File: src/rtl/dac_front.sv
module dac_front #(
  parameter int ADDR_W  = 6,
  parameter int BUS_W   = 16,
  parameter int CODE_W  = 12,
  parameter int NUM_TMR = 4,
  parameter int SEL_W   = 3
) (
  input  logic              clk,
  input  logic              rst_n,
  input  logic [ADDR_W-1:0] bus_addr,
  input  logic              bus_wr,
  input  logic [BUS_W-1:0]  bus_wdata,
  output logic [BUS_W-1:0]  bus_rdata,
  input  logic              ext_trig,
  input  logic [NUM_TMR-1:0] tmr_trig,
  input  logic              dma_ack,
  output logic              dma_req,
  output logic              udr_irq,
  output logic [CODE_W-1:0] dac_code,
  output logic              dac_buf_en
);

  localparam int NLINE  = NUM_TMR + 1;
  localparam int NSEL   = 2 ** SEL_W;
  localparam int LSH    = BUS_W - CODE_W;
  localparam int BYTE_W = CODE_W - LSH;
  localparam logic [SEL_W-1:0] SEL_SW = '1;

  localparam logic [ADDR_W-1:0] A_CTRL = ADDR_W'(6'h00);
  localparam logic [ADDR_W-1:0] A_SWT  = ADDR_W'(6'h04);
  localparam logic [ADDR_W-1:0] A_R12  = ADDR_W'(6'h08);
  localparam logic [ADDR_W-1:0] A_L12  = ADDR_W'(6'h0C);
  localparam logic [ADDR_W-1:0] A_R8   = ADDR_W'(6'h10);
  localparam logic [ADDR_W-1:0] A_OUT  = ADDR_W'(6'h2C);
  localparam logic [ADDR_W-1:0] A_STAT = ADDR_W'(6'h30);

  localparam int B_EN = 0, B_BOFF = 1, B_TEN = 2, B_SEL = 3, B_DMA = 12, B_UIE = 13;

  logic              chan_en, buf_off, trig_en, dma_en, udr_ie;
  logic [SEL_W-1:0]  trig_sel;
  logic              sw_bit, load_pend, udr_flag, dma_req_q;
  logic [CODE_W-1:0] hold, out_code;
  logic [NLINE-1:0]  s1, s2, s3;

  wire w_ctrl = bus_wr && bus_addr == A_CTRL;
  wire w_swt  = bus_wr && bus_addr == A_SWT;
  wire w_r12  = bus_wr && bus_addr == A_R12;
  wire w_l12  = bus_wr && bus_addr == A_L12;
  wire w_r8   = bus_wr && bus_addr == A_R8;
  wire w_stat = bus_wr && bus_addr == A_STAT;

  wire [NLINE-1:0] hw_rise = s2 & ~s3;
  wire [NSEL-1:0]  rise_x  = NSEL'(hw_rise);
  wire active  = chan_en & trig_en;
  wire hw_fire = active & rise_x[trig_sel];
  wire sw_fire = active & sw_bit & (trig_sel == SEL_SW);
  wire xfer    = (chan_en & ~trig_en & load_pend) | hw_fire | sw_fire;
  wire dma_fire = hw_fire & dma_en;
  wire udr_set  = dma_fire & dma_req_q & ~dma_ack;

  always_ff @(posedge clk or negedge rst_n) begin
    if (!rst_n) begin
      s1 <= '0;
      s2 <= '0;
      s3 <= '0;
    end else begin
      s1 <= {tmr_trig, ext_trig};
      s2 <= s1;
      s3 <= s2;
    end
  end

  always_ff @(posedge clk or negedge rst_n) begin
    if (!rst_n) begin
      chan_en  <= 1'b0;
      buf_off  <= 1'b0;
      trig_en  <= 1'b0;
      trig_sel <= '0;
      dma_en   <= 1'b0;
      udr_ie   <= 1'b0;
    end else if (w_ctrl) begin
      chan_en <= bus_wdata[B_EN];
      buf_off <= bus_wdata[B_BOFF];
      trig_en <= bus_wdata[B_TEN];
      dma_en  <= bus_wdata[B_DMA];
      udr_ie  <= bus_wdata[B_UIE];
      if (!chan_en) trig_sel <= bus_wdata[B_SEL +: SEL_W];
    end
  end

  always_ff @(posedge clk or negedge rst_n) begin
    if (!rst_n) begin
      hold      <= '0;
      load_pend <= 1'b0;
    end else begin
      load_pend <= w_r12 | w_l12 | w_r8;
      if (w_r12)     hold <= bus_wdata[CODE_W-1:0];
      else if (w_l12) hold <= bus_wdata[BUS_W-1:LSH];
      else if (w_r8)  hold <= {bus_wdata[BYTE_W-1:0], {LSH{1'b0}}};
    end
  end

  always_ff @(posedge clk or negedge rst_n) begin
    if (!rst_n) out_code <= '0;
    else if (xfer) out_code <= hold;
  end

  always_ff @(posedge clk or negedge rst_n) begin
    if (!rst_n) sw_bit <= 1'b0;
    else if (sw_fire) sw_bit <= 1'b0;
    else if (w_swt && bus_wdata[0]) sw_bit <= 1'b1;
  end

  always_ff @(posedge clk or negedge rst_n) begin
    if (!rst_n) begin
      dma_req_q <= 1'b0;
      udr_flag  <= 1'b0;
    end else begin
      dma_req_q <= dma_fire | (dma_req_q & ~dma_ack);
      if (udr_set) udr_flag <= 1'b1;
      else if (w_stat && bus_wdata[0]) udr_flag <= 1'b0;
    end
  end

  always_comb begin
    bus_rdata = '0;
    case (bus_addr)
      A_CTRL: begin
        bus_rdata[B_EN]            = chan_en;
        bus_rdata[B_BOFF]          = buf_off;
        bus_rdata[B_TEN]           = trig_en;
        bus_rdata[B_SEL +: SEL_W]  = trig_sel;
        bus_rdata[B_DMA]           = dma_en;
        bus_rdata[B_UIE]           = udr_ie;
      end
      A_SWT:  bus_rdata[0] = sw_bit;
      A_R12:  bus_rdata[CODE_W-1:0] = hold;
      A_L12:  bus_rdata[BUS_W-1:LSH] = hold;
      A_R8:   bus_rdata[BYTE_W-1:0] = hold[CODE_W-1:LSH];
      A_OUT:  bus_rdata[CODE_W-1:0] = out_code;
      A_STAT: bus_rdata[0] = udr_flag;
      default: bus_rdata = '0;
    endcase
  end

  assign dma_req    = dma_req_q;
  assign udr_irq    = udr_flag & udr_ie;
  assign dac_code   = out_code;
  assign dac_buf_en = ~buf_off;

endmodule


File: config.mk
export PLATFORM = sky130hd
export DESIGN_NAME = dac_front
export DESIGN_NICKNAME = d
export VERILOG_FILES = /design/src/rtl/dac_front.sv
export SDC_FILE = /design/constraint.sdc
export NUM_CORES = 1
export LEC_CHECK = 0
export CAP_MARGIN = 20
export CORE_ASPECT_RATIO = 1.25
export CORE_UTILIZATION = 40
export DETAILED_ROUTE_END_ITERATION = 10
export PLACE_DENSITY = 0.7
export SLEW_MARGIN = 10
export SYNTH_ARGS = -nofsm -noshare
export SYNTH_HDL_FRONTEND = slang
export SYNTH_SLANG_ARGS = --single-unit
File: constraint.sdc
create_clock -name clk -period 1.7 [get_ports clk]
set_input_delay 0.34 -clock clk [delete_from_list [all_inputs] [get_ports clk]]
set_output_delay 0.34 -clock clk [all_outputs]
set_load 0.02 [all_outputs]
Word-level counts from Yosys, hierarchy flattened

Index checks and enable logic that the tools add are counted.

Order comparisons: 1
Eq/ne operators: 7
Mux-type cells: 16
Bitwise logic cells: 22
Reductions and logical operators: 13

Operators with widths:

| operator                                                             | number |
|---|---|
| 12-bit 2-to-1 mux                                                    | 3 |
| 6-bit by 4-bit == test with 1-bit output, second input constant      | 2 |
| 6-bit == test, second input constant                                 | 2 |
| 3-bit case mux with 4 select lines                                   | 1 |
| 4-bit case mux with 3 select lines                                   | 1 |
| 1-bit bitwise AND                                                    | 11 |
| 2-bit case mux with 5 select lines                                   | 1 |
| 1-bit logical AND                                                    | 8 |
| 2-bit case mux with 4 select lines                                   | 1 |
| 6-bit by 3-bit == test with 1-bit output, second input constant      | 1 |
| 6-bit by 5-bit == test with 1-bit output, second input constant      | 1 |
| 6-bit zero test                                                      | 1 |
| 1-bit case mux with 6 select lines                                   | 1 |
| 5-bit bitwise AND                                                    | 1 |
| 1-bit 2-to-1 mux                                                     | 5 |
| 5-bit inverter                                                       | 1 |
| 1-bit OR                                                             | 5 |
| 3-bit by 4-bit < comparator with 1-bit output, second input constant | 1 |
| 1-bit inverter                                                       | 4 |
| 2-bit case mux with 2 select lines                                   | 1 |
| 2-bit nonzero test                                                   | 2 |
| 1-bit binary-select mux with 3-bit select                            | 1 |
| 3-bit == test, second input constant                                 | 1 |
| 3-bit nonzero test                                                   | 1 |
| 2 further kinds                                                      | 2 |

Register bits after elaboration: 51
Bits of input ports: 31
Output and inout bits: 31
Logic and storage cells: 74

Longest topological paths before layout

Gate-level depths: netlist (run 1).

Depth after elaboration: 9
Gate-level depth with buffers: 8
Gate-level depth less buffers: 6

Least setup slack after synthesis (run 1)

OpenSTA, ideal clock, no wires.

Kind: in2out
Start: input bus_addr[2]
End: output bus_rdata[7]
Arrival: 1.507 ns
Data required time: 1.360 ns
Path slack: -0.147 ns
Stages: 5
Path buffers: 3
Cells stage by stage: buf_2 buf_2 buf_2 mux2i_1 o21ai_0

Cells in the longest elaborated chain, start to end: 2
Elaborated cells on any way between the ends: 5
Classes of those cells: eq/ne: 4; mux: 1

Ends and longest elaborated chain:

| what                                        | line | RTL |
|---|---|---|
| from (decl)                                 | 10   | `input logic [ADDR_W-1:0] bus_addr,` |
| 6-bit == test, or another cell as far along | 127  | `case (bus_addr)` |
| 2-bit case mux with 4 select lines (*)      | 127  |  |
| to (decl)                                   | 13   | `output logic [BUS_W-1:0] bus_rdata,` |

Every way passes the cells marked *; elsewhere a longest branch is shown, timed or not.

Final worst setup path (run 1)

Start: register trig_sel[1]
End: register out_code[3] (netlist: dac_code[3])

Cells in the longest elaborated chain, start to end: 5
Elaborated cells on any way between the ends: 7
Classes of those cells: eq/ne: 1; mux: 2; bitwise: 4

Ends and longest elaborated chain:

| what                                      | line | RTL |
|---|---|---|
| from (decl)                               | 40   | `logic [SEL_W-1:0] trig_sel;` |
| from (signal assigned)                    | 87   | `if (!chan_en) trig_sel <= bus_wdata[B_SEL +: SEL_W];` |
| 1-bit binary-select mux with 3-bit select | 55   | `wire hw_fire = active & rise_x[trig_sel];` |
| 1-bit 2-to-1 mux (not written as such)    | 55   |  |
| 1-bit bitwise AND                         | 55   |  |
| 1-bit OR                                  | 57   | `wire xfer = (chan_en & ~trig_en & load_pend) \| hw_fire \| sw_fire;` |
| 1-bit OR (*)                              | 57   |  |
| to (signal assigned)                      | 105  | `else if (xfer) out_code <= hold;` |
| to (decl)                                 | 42   | `logic [CODE_W-1:0] hold, out_code;` |

Every way passes the cells marked *; elsewhere a longest branch is shown, timed or not. The select of a mux whose other input is x is not followed.
A chain may end at the register's enable or synchronous reset.

==> impl_metrics.tcl, run 1 <==
set metrics [dict create \
    run_status "finished, violations left" \
    violations "hold timing, setup timing" \
    grt_pass1_wl_um 10660 \
    ff2ff_setup_slack_ns -0.09 \
    drc 0 \
    port_buffers 61 \
    reg2reg_to "dac_code[3]" \
    final_common_cell "dfrtp_1" \
    ctsHtreeMaxLevel 2 \
    grt_max_degree 52 \
    critical_path_class "flip-flop to flip-flop" \
    vdd_drop_max_v 0.0005460 \
    synth-simple-area-share 0.1228 \
    final_hold_viol_count 1 \
    r2r-start "trig_sel[1]" \
    synth_compound_area_frac 0.1377 \
    n_antenna_cell 0 \
    grtUsageTotal 0.2111 \
    rsz0062_at_grt "true" \
    num_rows 31 \
    routed-via-count 2154 \
    antenna_found_initial 0 \
    clk_pin_slew_ns 0.09 \
    drv_cap 0 \
    period_minus_slack_ns 1.793 \
    drt_wl_total_um 6678 \
    synth_xor_area_frac 0 \
    finalNonFillerCells 410 \
    synth_top_family_by_area "multiplexers" \
    crit_fanout 6 \
    grt_pass1_vias 2132 \
    nets 358 \
    synth-adder-area-share 0 \
    worstMarginPinSlew_ns 0.3584 \
    cts_buffers 5 \
    start_util 0.4240 \
    dr.pass1.iters 4 \
    mostFrequentLayoutCells "dfrtp_1 (50), buf_4 (44), clkdlybuf4s50_1 (35), mux2_2 (18)" \
    ant_nets 0 \
    synth_area_leaders "dfrtp_1 (51%), mux2_2 (8.1%), mux2i_1 (6.4%)" \
    cp_data_required_time_ns 1.89 \
    syn_avg_cell_area_um2 11.49 \
    whs_ns -0.0009325 \
    power_density_nw_per_um2 940.9 \
    async_reset_ff_frac 1.000 \
    synth_top_area_cell "dfrtp_1" \
    ioPinCount 62 \
    crit_path_start_kind "flip-flop" \
    synth_top_cell_area_share 0.5072 \
    drv_slew 0 \
    seq_area_frac_synth 0.5072 \
    hold_path_class "input pin to async pin" \
    clock_latency_ns 0.30 \
    fmax_mhz 557.9 \
    die_h_um 90.68 \
    place.gp.congestion 0.8650 \
    core_um2 5934 \
    p_leak_nw 1.740 \
    synthFlopType "dfrtp_1" \
    drtIter0Drc 90 \
    setup_tns_ns -0.9832 \
    dieArea_um2 6614 \
    ys_types 39 \
    cts_tree "built" \
    dpl.cell_count 394 \
    r2r_cells 6 \
    vias_per_cell 5.254 \
    cp-startpoint "trig_sel[1]" \
    area_growth_pct 52.16 \
    clock_skew_ns 0.004243 \
    clk_path_buf_depth 2 \
    syn-num-nets 250 \
    ys_seq_elements 51 \
    max_slew_margin 0.7585 \
    dp_hpwl_um 4705 \
    numClockSinks 51 \
    syn_area_um2 2516 \
    fin_crit_sh 1.054 \
    setup-violations-final 16 \
    fin_ws_ns -0.09253 \
    clockRootBuffer "clkbuf_8" \
    end_kind "flip-flop" \
    layout-drive-gt1-share 0.4329 \
    overflow 0 \
    muxShareOfSynthArea 0.2039 \
    synth_edf_count 0 \
    crit_arrival_ns 1.98 \
    netlist_instances 219 \
    die_width_um 72.94 \
    ys_warn_count 0 \
    wire_per_inst_um 16.29 \
    nFillCells 454 \
]
[stage by stage]
step	hold WS, ns	power, mW	setup slack, ns	util	cell area (µm²)
floorplan	0.04441	2.130	0.005851	-	2519
global placement	0.3344	2.677	-0.9580	0.5981	3550
detailed placement	0.3388	2.701	-0.9514	0.5981	3550
CTS	0.01753	3.609	-0.1107	0.6371	3781
global route	0.02326	3.784	-0.1470	0.6452	3829
finish	-0.0009325	3.603	-0.09253	0.6452	3829
[flip-flops by register name (all words and copies together), names as in the netlist]
signal / cells
s3: 5
udr_ie: 1
buf_off: 1
dma_req: 1
s2: 5
load_pend: 1
dac_code: 12
s1: 5
udr_flag: 1
hold: 12
trig_sel: 3
trig_en: 1
dma_en: 1
sw_bit: 1
chan_en: 1
[logic make-up (layout without fill, tap and decap cells)]
group	count (synthesis)	count (layout)
buffers and inverters	14	122
muxes	44	44
AOI/OAI and AO/OA	52	52
and+or+nand+nor	58	59
DFF	51	51
[per-layer routing]
layer  up-vias  track usage  wire (µm)
met5         -            0          0
met4         0      0.07353        183
met3        16      0.04129        358
met2        74       0.3528       3435
met1      1039       0.2682       2701
li1       1025            -          -
[how the worst max path moves through the flow]
stage	to	cells past startpoint
6_report	dac_code[3]	6
5_1_grt	dac_code[10]	6
4_1_cts	bus_rdata[3]	5
3_5_place_dp	bus_rdata[5]	6
3_3_place_gp	bus_rdata[6]	6
2_1_floorplan	bus_rdata[12]	5
[worst max-delay path: stages (launching register included)]
cell and delay, ns:
dfrtp_2 0.47, buf_6 0.14, and4b_1 0.20, o311ai_4 0.27, o21ai_4 0.13, clkbuf_16 0.18, mux2_4 0.29
[cells in the mapped netlist (2+ instances only)]
library cell	n
nor3_1	3
mux2i_1	16
nor2_1	14
o22ai_1	8
and4_1	2
nor2b_1	2
and2_1	2
a31oi_1	2
mux2_4	10
clkbuf_1	3
nand4b_1	2
inv_1	2
buf_2	6
nand2_1	14
and3_1	4
a21oi_1	10
a221o_1	3
dfrtp_1	51
nor2_2	2
mux2_2	18
nand2b_1	2
a22oi_1	6
o21ai_2	2
o21ai_0	16
nand3_1	5
[layout make-up]
cell class,instances,area [µm²],area share
Clock buffer,5,68.82,0.01797
Clock inverter,3,46.29,0.01209
Inverter,3,11.26,0.002941
Multi-Input combinational cell,155,1290,0.3369
Sequential cell,51,1277,0.3337
Tap cell,82,102.6,0.02680
Timing Repair Buffer,111,1032,0.2696
[power by group]
group | total, mW | switching [mW] | internal, mW
clock network | 0.854 | 0.410 | 0.444
registers | 1.62 | 0.196 | 1.43
logic | 1.13 | 0.486 | 0.640
[what timing repair did]
item                       4_1_cts  5_1_grt
gates resized for setup        142       15
setup buffers                    5        2
gates cloned                     2        0
pin swaps                       11       11
hold buffers                     0        0
setup endpoints to repair       52       27
Note: power is estimated with default switching activity, not from simulation.
==> inputs of run 2 (changes only) <==
PLACE_DENSITY = default   (was 0.7)
PLACE_DENSITY_LB_ADDON = 0.3   (was default)
clock period = 2.2 ns   (was 1.7 ns; I/O delays follow)
==> run 2 against run 1 <==
Net effect: the flow now finishes without violations; wire length is 4.3% lower; total power is 23% lower; register-to-register slack better by 0.29 ns; sequential cell count stayed put; clock skew is 0.0052 ns higher; design area is 8.3% lower; setup slack better by 0.12 ns; non-clock buffer count is 21 lower; die area stayed put; first-iteration DRC count is 10% higher; core utilization is 5.4 points lower; cell count is 5.4% lower.
==> impl_metrics.tcl, run 2 (synthesis results as in run 1) <==
set metrics [dict create \
    cp_data_required_time_ns 1.76 \
    cts_buffers 5 \
    clk_pin_slew_ns 0.10 \
    netSwitchingFraction 0.2925 \
    ant_nets 0 \
    power_frac_seq 0.459 \
    combPwrFrac 0.256 \
    core_um2 5934 \
    dp_hpwl_um 4667 \
    dpl.cell_count 376 \
    period_minus_slack_ns 2.177 \
    clockRootBuffer "clkbuf_8" \
    final_util 0.5916 \
    drv_slew 0 \
    p_int_mw 1.965 \
    die_width_um 72.94 \
    ctsHtreeMaxLevel 2 \
    grt_max_degree 34 \
    p_leak_nw 1.586 \
    numClockSinks 51 \
    dieArea_um2 6614 \
    dr.pass1.iters 4 \
    final_common_cell "dfrtp_1" \
    n_antenna_cell 0 \
    antenna_found_initial 0 \
    die_h_um 90.68 \
    power_frac_clock 0.285 \
    wire_per_inst_um 16.48 \
    clock_skew_ns 0.009407 \
    power_density_nw_per_um2 791.1 \
    crit_arrival_ns 1.74 \
    end_kind "output port" \
    routed-via-count 2111 \
    mostFrequentLayoutCells "dfrtp_1 (51), clkdlybuf4s50_1 (38), buf_4 (24), mux2_2 (18), mux2i_1 (16)" \
    grt_pass1_vias 2055 \
    netSwitchingPower_mw 0.8124 \
    clock_latency_ns 0.31 \
    final_hold_viol_count 0 \
    area_growth_pct 39.53 \
    num_rows 31 \
    drc 0 \
    hold_buffers 0 \
    grt_pass1_wl_um 10230 \
    nets 336 \
    regArea_um2 1276 \
    drtIter0Drc 99 \
    max_slew_margin 0.6003 \
    layout-drive-gt1-share 0.3137 \
    fin_total_pwr_mw 2.777 \
    crit_path_start_kind "input pin" \
    fin_crit_sh 0.9896 \
    vdd_drop_max_v 0.0004986 \
    drt_wl_total_um 6393 \
    run_status "finished clean" \
    nFillCells 497 \
    cts_tree "built" \
    setup-violations-final 0 \
    worstMarginPinSlew_ns 0.5973 \
    vias_per_cell 5.441 \
    crit_fanout 4 \
    port_buffers 61 \
    fmax_mhz 459.3 \
    drv_cap 0 \
    place.gp.congestion 0.9032 \
    ioPinCount 62 \
    finalNonFillerCells 388 \
    multi_input_area_um2 1200 \
    clk_path_buf_depth 2 \
    critical_path_class "input pin to output port" \
    overflow 0 \
    start_util 0.4240 \
    hold_path_class "input pin to async pin" \
    grtUsageTotal 0.2034 \
]
-- run 2: repair_timing --
| item | CTS | global route |
|---|---|---|
| gates resized for setup | 78 | 18 |
| setup endpoints to repair | 16 | 23 |
| pin swaps | 2 | 2 |
| buffers inserted | 2 | 0 |
| gates cloned | 0 | 2 |
-- run 2: critical path, stage by stage --
cell and delay, ns:
dlygate4sd2_1 0.26, nor3_4 0.05, buf_4 0.14, and3_4 0.18
buf_2 0.15, a221o_1 0.35, buf_2 0.16
-- run 2: through the flow --
stage / instance area [µm²] / setup WS [ns] / hold WS (ns) / setup TNS, ns
after CTS: 3471 / 0.007298 / 0.08705 / 0
after global placement: 3377 / -0.6198 / 0.3344 / -9.496
final: 3511 / 0.02278 / 0.06951 / 0
after global routing: 3511 / -0.01426 / 0.09172 / -0.05354
after floorplan: 2516 / 0.1532 / 0.1444 / 0
after detailed placement: 3377 / -0.6387 / 0.3347 / -9.781
-- run 2: per-layer routing --
metal | track usage | vias to the layer above | part of all wire
met4 | 0.07680 | 0 | 0.025
met2 | 0.3512 | 64 | 0.53
met5 | 0 | - | 0
met3 | 0.04018 | 17 | 0.036
li1 | - | 980 | -
met1 | 0.2450 | 1050 | 0.41
-- run 2: final timing paths --
check / startpoint / to / slack, ns / depth (start not counted)
max: bus_addr[0] / bus_rdata[1] / 0.02 / 7
min: rst_n / dac_code[0] / 0.07 / 1
max reg2reg: trig_sel[1] / dac_code[1] / 0.20 / 5
min reg2reg: s1[4] / s2[4] / 0.36 / 0
max in group asynchronous: rst_n / load_pend / 1.60 / 2
min in group clk: s1[4] / s2[4] / 0.36 / 0
-- run 2: power by group through the flow --
stage	logic [mW]	clock network [mW]	registers [mW]
finish	0.712	0.790	1.28
floorplan	0.308	0	1.33
CTS	0.711	0.800	1.27
global placement	0.697	0	1.28
detailed placement	0.713	0	1.29
global route	0.771	0.837	1.30
-- run 2: area by class of cell --
class                      count  area share
inverter                       3    0.003207
timing repair buffer          90      0.2224
clock buffer                   5     0.01960
tap                           82     0.02922
sequential                    51      0.3635
multi-input combinational    154      0.3418
clock inverter                 3     0.02031
